## src/rtl/rx_deser_pkg.sv

```systemverilog
package rx_deser_pkg;
  typedef enum logic {
    SRC_LINE = 1'b0,
    SRC_DIAG = 1'b1
  } rx_src_e;
endpackage

```

## src/rtl/rx_bit_ctr.sv

```systemverilog
module rx_bit_ctr #(
  parameter int W = 16,
  localparam int CNT_W = $clog2(W)
) (
  input  logic clk_i,
  input  logic rst_ni,
  output logic pclk_o,
  output logic last_o
);
  logic [CNT_W-1:0] cnt_q;

  always_ff @(posedge clk_i or negedge rst_ni) begin
    if (!rst_ni) cnt_q <= '0;
    else         cnt_q <= cnt_q + 1'b1;
  end

  assign pclk_o = cnt_q[CNT_W-1];
  assign last_o = (cnt_q == CNT_W'(W-1));
endmodule

```

## src/rtl/rx_src_sel.sv

```systemverilog
module rx_src_sel
  import rx_deser_pkg::*;
(
  input  logic    clk_i,
  input  logic    rst_ni,
  input  logic    rx_sd_i,
  input  logic    ser_sd_i,
  input  logic    diag_req_i,
  input  logic    last_i,
  output rx_src_e sel_o,
  output logic    bit_o
);
  rx_src_e sel_q;

  // selection only moves at a word boundary
  always_ff @(posedge clk_i or negedge rst_ni) begin
    if (!rst_ni)     sel_q <= SRC_LINE;
    else if (last_i) sel_q <= diag_req_i ? SRC_DIAG : SRC_LINE;
  end

  assign sel_o = sel_q;
  assign bit_o = (sel_q == SRC_DIAG) ? ser_sd_i : rx_sd_i;
endmodule

```

## src/rtl/rx_sipo.sv

```systemverilog
module rx_sipo #(
  parameter int W = 16
) (
  input  logic         clk_i,
  input  logic         rst_ni,
  input  logic         bit_i,
  input  logic         last_i,
  output logic [W-1:0] sr_o,
  output logic [W-1:0] pdata_o
);
  logic [W-1:0] sr_q, sr_d, hold_q;

  assign sr_d = {sr_q[W-2:0], bit_i};

  always_ff @(posedge clk_i or negedge rst_ni) begin
    if (!rst_ni) begin
      sr_q   <= '0;
      hold_q <= '0;
    end else begin
      sr_q <= sr_d;
      if (last_i) hold_q <= sr_d;
    end
  end

  assign sr_o    = sr_q;
  assign pdata_o = hold_q;
endmodule

```

## src/rtl/tx_line_lb.sv

```systemverilog
module tx_line_lb (
  input  logic clk_i,
  input  logic rst_ni,
  input  logic line_lb_i,
  input  logic rx_sd_i,
  input  logic rx_sclk_i,
  input  logic ser_sd_i,
  input  logic ser_sclk_i,
  output logic tx_sd_o,
  output logic tx_sclk_o
);
  logic sd_q, sclk_q;

  always_ff @(posedge clk_i or negedge rst_ni) begin
    if (!rst_ni) begin
      sd_q   <= 1'b0;
      sclk_q <= 1'b0;
    end else if (line_lb_i) begin
      sd_q   <= rx_sd_i;
      sclk_q <= rx_sclk_i;
    end else begin
      sd_q   <= ser_sd_i;
      sclk_q <= ser_sclk_i;
    end
  end

  assign tx_sd_o   = sd_q;
  assign tx_sclk_o = sclk_q;
endmodule

```

## src/rtl/rx_deser_lb.sv

```systemverilog
module rx_deser_lb
  import rx_deser_pkg::*;
#(
  parameter int W = 16
) (
  input  logic         clk_i,
  input  logic         rst_ni,
  input  logic         rx_sd_i,
  input  logic         rx_sclk_i,
  input  logic         ser_sd_i,
  input  logic         ser_sclk_i,
  input  logic         diag_lb_i,
  input  logic         line_lb_i,
  output logic [W-1:0] pdata_o,
  output logic         pclk_o,
  output logic         tx_sd_o,
  output logic         tx_sclk_o
);
  logic         word_last;
  logic         src_bit;
  rx_src_e      src_sel;
  logic [W-1:0] sr_q;

  rx_bit_ctr #(.W(W)) u_ctr (
    .clk_i  (clk_i),
    .rst_ni (rst_ni),
    .pclk_o (pclk_o),
    .last_o (word_last)
  );

  rx_src_sel u_sel (
    .clk_i      (clk_i),
    .rst_ni     (rst_ni),
    .rx_sd_i    (rx_sd_i),
    .ser_sd_i   (ser_sd_i),
    .diag_req_i (diag_lb_i),
    .last_i     (word_last),
    .sel_o      (src_sel),
    .bit_o      (src_bit)
  );

  rx_sipo #(.W(W)) u_sipo (
    .clk_i   (clk_i),
    .rst_ni  (rst_ni),
    .bit_i   (src_bit),
    .last_i  (word_last),
    .sr_o    (sr_q),
    .pdata_o (pdata_o)
  );

  tx_line_lb u_txlb (
    .clk_i      (clk_i),
    .rst_ni     (rst_ni),
    .line_lb_i  (line_lb_i),
    .rx_sd_i    (rx_sd_i),
    .rx_sclk_i  (rx_sclk_i),
    .ser_sd_i   (ser_sd_i),
    .ser_sclk_i (ser_sclk_i),
    .tx_sd_o    (tx_sd_o),
    .tx_sclk_o  (tx_sclk_o)
  );
endmodule

```

## config.mk

```make
export PLATFORM = sky130hd
export DESIGN_NAME = rx_deser_lb
export DESIGN_NICKNAME = d
export VERILOG_FILES = /design/src/rtl/rx_deser_pkg.sv /design/src/rtl/rx_bit_ctr.sv /design/src/rtl/rx_src_sel.sv /design/src/rtl/rx_sipo.sv /design/src/rtl/tx_line_lb.sv /design/src/rtl/rx_deser_lb.sv
export SDC_FILE = /design/constraint.sdc
export NUM_CORES = 1
export LEC_CHECK = 0
export ABC_CLOCK_PERIOD_IN_PS = 1600
export CORE_MARGIN = 3
export CORE_UTILIZATION = 48
export DETAILED_ROUTE_END_ITERATION = 8
export PLACE_DENSITY = 0.79
export SLEW_MARGIN = 20
export SYNTH_ARGS = -nofsm -noshare
export SYNTH_HDL_FRONTEND = slang
export SYNTH_SLANG_ARGS = --single-unit
```

## constraint.sdc

```tcl
create_clock -name clk_i -period 1.6 [get_ports clk_i]
set_input_delay 0.32 -clock clk_i [delete_from_list [all_inputs] [get_ports clk_i]]
set_output_delay 0.32 -clock clk_i [all_outputs]
set_load 0.01 [all_outputs]
```

# Word-level counts from Yosys, hierarchy flattened
# Cells that the tools add are included.
# totals
output_inout_bits	19
regBits	38
in_bits	8
elab_cells	12
# op_classes
n_mux	4
n_eq_ne	1
addsub	1
# ops
operator	count
$add 4x1->4 const B	1
$eq 4x4->1 const B	1
$mux 1	4

# Logic depth before layout (Yosys ltp)
# Gate-level depths: netlist (run 1).
# depth
word_depth	1
ltp_mapped	4
depth_no_buf	3

# Hierarchy
# Synthesis (run 1) repeated with hierarchy kept, for this count alone.
# unflattened
hier_cells	67
hier_area_um2	1328.8
# by_module_without_submodules
mod	area_each_um2	instances	seq_area_each_um2	cells_per_inst
rx_sipo	1049.8	1	800.8	50
rx_bit_ctr	151.4	1	100.1	10
tx_line_lb	72.6	1	50.0	4
rx_src_sel	55.1	1	25.0	3

# Worst setup path after synthesis (run 1)
# Ideal clock, no wire load.
# synth_timing
path_type	register to register
from	reg u_ctr.cnt_q[0]
to	reg u_sipo.hold_q[10], in the netlist u_sipo.pdata_o[10]
path_stages_with_launch	5
synth_period_minus_slack_ps	1329
arrival_ps	1204
setup_ps	125
required_time_ps	1475
path_slack_ps	271
n_path_buf	1
cell_sequence	dfrtp_1 > ha_1 > nand3_4 > buf_6 > mux2_4
# synth_via
elab_chain_cells	1
# synth_lines
element	line	rtl
start, declared	rx_bit_ctr.sv:10	logic [CNT_W-1:0] cnt_q;
start signal, assigned	rx_bit_ctr.sv:14	else cnt_q <= cnt_q + 1'b1;
$eq 4x4->1	rx_bit_ctr.sv:18	assign last_o = (cnt_q == CNT_W'(W-1));
end signal, assigned	rx_sipo.sv:21	if (last_i) hold_q <= sr_d;
end, declared	rx_sipo.sv:11	logic [W-1:0] sr_q, sr_d, hold_q;
# No other way between the ends.
# A chain may end at the register's enable or synchronous reset.

# Worst setup path in the final report (run 1)
# layout_timing
from	reg u_sipo.hold_q[15], in the netlist u_sipo.pdata_o[15]
to	out pdata_o[15]
# layout_lines
element	line	rtl
end, declared	rx_deser_lb.sv:14	output logic [W-1:0] pdata_o,
# No word-level cell between the ends.

==> reports/results.txt, run 1 <==
FF-to-FF setup slack: 0.21 ns
Startpoint types: flop
Final wirelength: 1890 um
Sequential share of power: 61.3%
Clk Latency, worst-skew pair: 0.34 ns
R2R depth: 3
Fin. Hold Viols: 0
RR Startpoint: u_ctr.cnt_q[0]
Yosys cell types: 10
Top cell family by delay on the critical path: buffers and inverters
Reg-to-reg endpoint: u_sipo.pdata_o[3]
Clock power share: 28.9%
Critical path destination: pdata_o[15]
Area grow syn2layout: 31.9%
Peak VDD IR: 0.000775 V
Vias in the first global route: 704
Hold Crit Class: flop to flop
Syn_nets: 74
Hold_ws: 0.385 ns
First-pass GRT wire length: 3260 um
RSZ-0062 raised after global routing: false
CP max stage delay: 0.54 ns
Router iterations before antenna repair: 2
Util after Layout: 67.6%
Chip Width: 57.7 um
Vias per cell: 4.99
Syn Std Cell Area: 0.00128 mm2
Port bufs: 26
CP endpoint kind: output pin
Layout Cell Area excl Fill: 0.00169 mm2
Switch share: 21.9%
Fmax: 649 MHz
Mean Syn Cell Area: 19.7 um2
Max-slew violation count: 0
Power density over cell area: 1020 mW/mm2
Clk buf depth: 2
Crit path buf inv count: 1
CP max-delay cell: clkdlybuf4s50_1
Final worst slack: 0.0583 ns
Top-area cell type share of the netlist area: 74.2%
Met1 GRT Util: 16.0%
Post-DR wirelength/cell: 14.4 um
Crit share post-route: 96.4%
Die H: 57.7 um
Psw: 0.378 mW
Stages on the worst setup path: 1
Routed Antenna Nets: 0
Placed inst area: 0.00158 mm2
TNS Setup: 0 ns
Clk_skew: 0.0101 ns
Initial antenna violation count: 0
Req. time, crit path: 1.28 ns
#FFs+latches synth: 38
Slew HR: 71.8%
Int Power: 1.35 mW
Ys Warns: 0
Synth Instances: 65
Via count: 654
Largest net degree at the start of global routing: 22
Nets: 109
Core area: 0.00250 mm2
Total I/O pin count: 27
Worst path cell trace: clkdlybuf4s50_1
Final setup viols: 0
GR Util met3: 8.02%
Min-Delay Path Depth: 0
Worst path arrival time: 1.22 ns
Total leakage power: 0.896 nW
Post-detail-place hpwl: 1300 um
Clk pin slew, worst setup/hold paths: 0.10 ns
Clock buffer count from CTS: 5
Initial core utilization: 51.3%
Iter 0 DRT Violations: 9
Pin slew with the least headroom to its limit: 0.423 ns
Gpl congestion: 0.625
Diode count: 0
CP startpoint: u_sipo.pdata_o[15]
Sink Count: 38
Synth area leader: dfrtp_1
Number of max-cap violations: 0
DRC Markers: 0
Comb power frac: 9.8%
Critical path type: flop to output pin
Die footprint: 0.00333 mm2
GRT Max-Usage Layer: met2
Tmin final: 1.54 ns
Global Route Usage Sum: 13.7%
CTS tree: yes
Status: finished, final reports clean
Area contributors post-synth: dfrtp_1, mux2_4, mux2_2, nand3_4, ha_1
Rows: 18
Worst-path maximum fanout: 2
Met2 Usage GRT: 20.5%
H-tree depth: 2
Share of post-route cells with drive strength above 1: 30.7%
Global route overflow: 0
Place WS: 0.182 ns
Root buffer cell: clkbuf_4
Seq/Total Area, Yosys: 74.2%
[sequential cells by signal, indices dropped and copies added (netlist names)]
register,flops
u_ctr.cnt_q,4
u_sel.sel_o,1
u_sipo.pdata_o,16
u_sipo.sr_o,15
u_txlb.tx_sclk_o,1
u_txlb.tx_sd_o,1
[routing by layer]
layer	routed length [um]	vias to the layer above
met3	187	5
met1	750	332
met2	919	26
met4	31	0
met5	0	-
li1	-	291
[power groups by stage]
stage	sequential, mW	combinational (mW)	clock [mW]
floorplan	1.09	0.0453	0
global placement	1.07	0.175	0
detailed placement	1.08	0.179	0
CTS	1.06	0.180	0.527
global route	1.07	0.181	0.562
finish	1.06	0.169	0.498
[worst reg2reg max path: cells and delay by family (launching register included)]
kind	cells	cell delay [ns]
DFF	1	0.41
and+or+nand+nor	1	0.25
adders and majority gates	1	0.25
muxes	1	0.38
[worst min-delay path by stage]
stage | start | end | slack [ns]
final | u_sipo.sr_o[5] | u_sipo.sr_o[6] | 0.38
after global routing | u_sipo.sr_o[2] | u_sipo.sr_o[3] | 0.40
after CTS | u_sipo.sr_o[5] | u_sipo.sr_o[6] | 0.39
after global placement | rst_ni | u_sipo.pdata_o[12] | 0.27
after detailed placement | rst_ni | u_sipo.pdata_o[15] | 0.28
after floorplan | rst_ni | u_ctr.cnt_q[0] | 0.02
[cell families after synthesis]
family,Yosys count,share of synthesized area (%)
adder cells (fa/ha/maj),1,0.976
multiplexers,20,20.5
flip-flops,38,74.2
AND/OR/NAND/NOR,2,1.76
buffers and inverters,2,1.17
XOR/XNOR,2,1.37
[synth_stat cells (all sizes together)]
| library cell | number |
|---|---|
| dfrtp | 38 |
| mux2 | 20 |
| nand3 | 2 |
| buf | 1 |
| ha | 1 |
| inv | 1 |
| xnor2 | 1 |
| xor2 | 1 |
[per-stage QoR]
stage | total power, mW | std cells
after floorplan | 1.13 | 65
after global placement | 1.25 | 121
after detailed placement | 1.26 | 121
after CTS | 1.77 | 131
after global routing | 1.81 | 131
final | 1.72 | 131
[repair_timing]
item                                    CTS  global route
endpoints found under the hold margin    17             0
resized for setup                         2            13
cloned                                    0             0
endpoints found under the setup margin    2            13
hold buffers                              1             0
buffers inserted                          1             0
[placed cells by master, fill, tap and decap left out]
| master | n |
|---|---|
| dlygate4sd2_1 | 2 |
| inv_1 | 1 |
| mux2_4 | 10 |
| clkdlybuf4s50_1 | 10 |
| mux2_2 | 10 |
| dfrtp_1 | 38 |
| buf_12 | 1 |
| dlymetal6s2s_1 | 13 |
| xor2_1 | 1 |
| clkinv_2 | 1 |
| clkbuf_1 | 1 |
| dlygate4sd3_1 | 1 |
| nand3_4 | 1 |
| ha_1 | 1 |
| buf_2 | 1 |
| clkbuf_4 | 5 |
| clkbuf_8 | 1 |
| nand3_1 | 1 |
| xnor2_1 | 1 |
| buf_4 | 1 |
[cell type report]
| type | instances | area [um2] |
|---|---|---|
| Tap cell | 30 | 37.5 |
| Fill cell | 182 | 810 |
| Clock buffer | 7 | 55.1 |
| Sequential cell | 38 | 951 |
| Multi-Input combinational cell | 25 | 315 |
| Inverter | 1 | 3.75 |
| Clock inverter | 1 | 5.00 |
| Timing Repair Buffer | 29 | 323 |
No activity file was read; power rests on OpenSTA's default activity.
==> run 2: changes to the inputs <==
--- a/config.mk
+++ b/config.mk
@@ -8,6 +8,7 @@
 export ABC_CLOCK_PERIOD_IN_PS = 1600
 export CORE_MARGIN = 3
 export CORE_UTILIZATION = 48
+export CTS_CLUSTER_SIZE = 20
 export DETAILED_ROUTE_END_ITERATION = 8
 export PLACE_DENSITY = 0.79
 export SLEW_MARGIN = 20
==> results of run 2 <==
The final DEF is identical to that of run 1; final timing and power are the same.
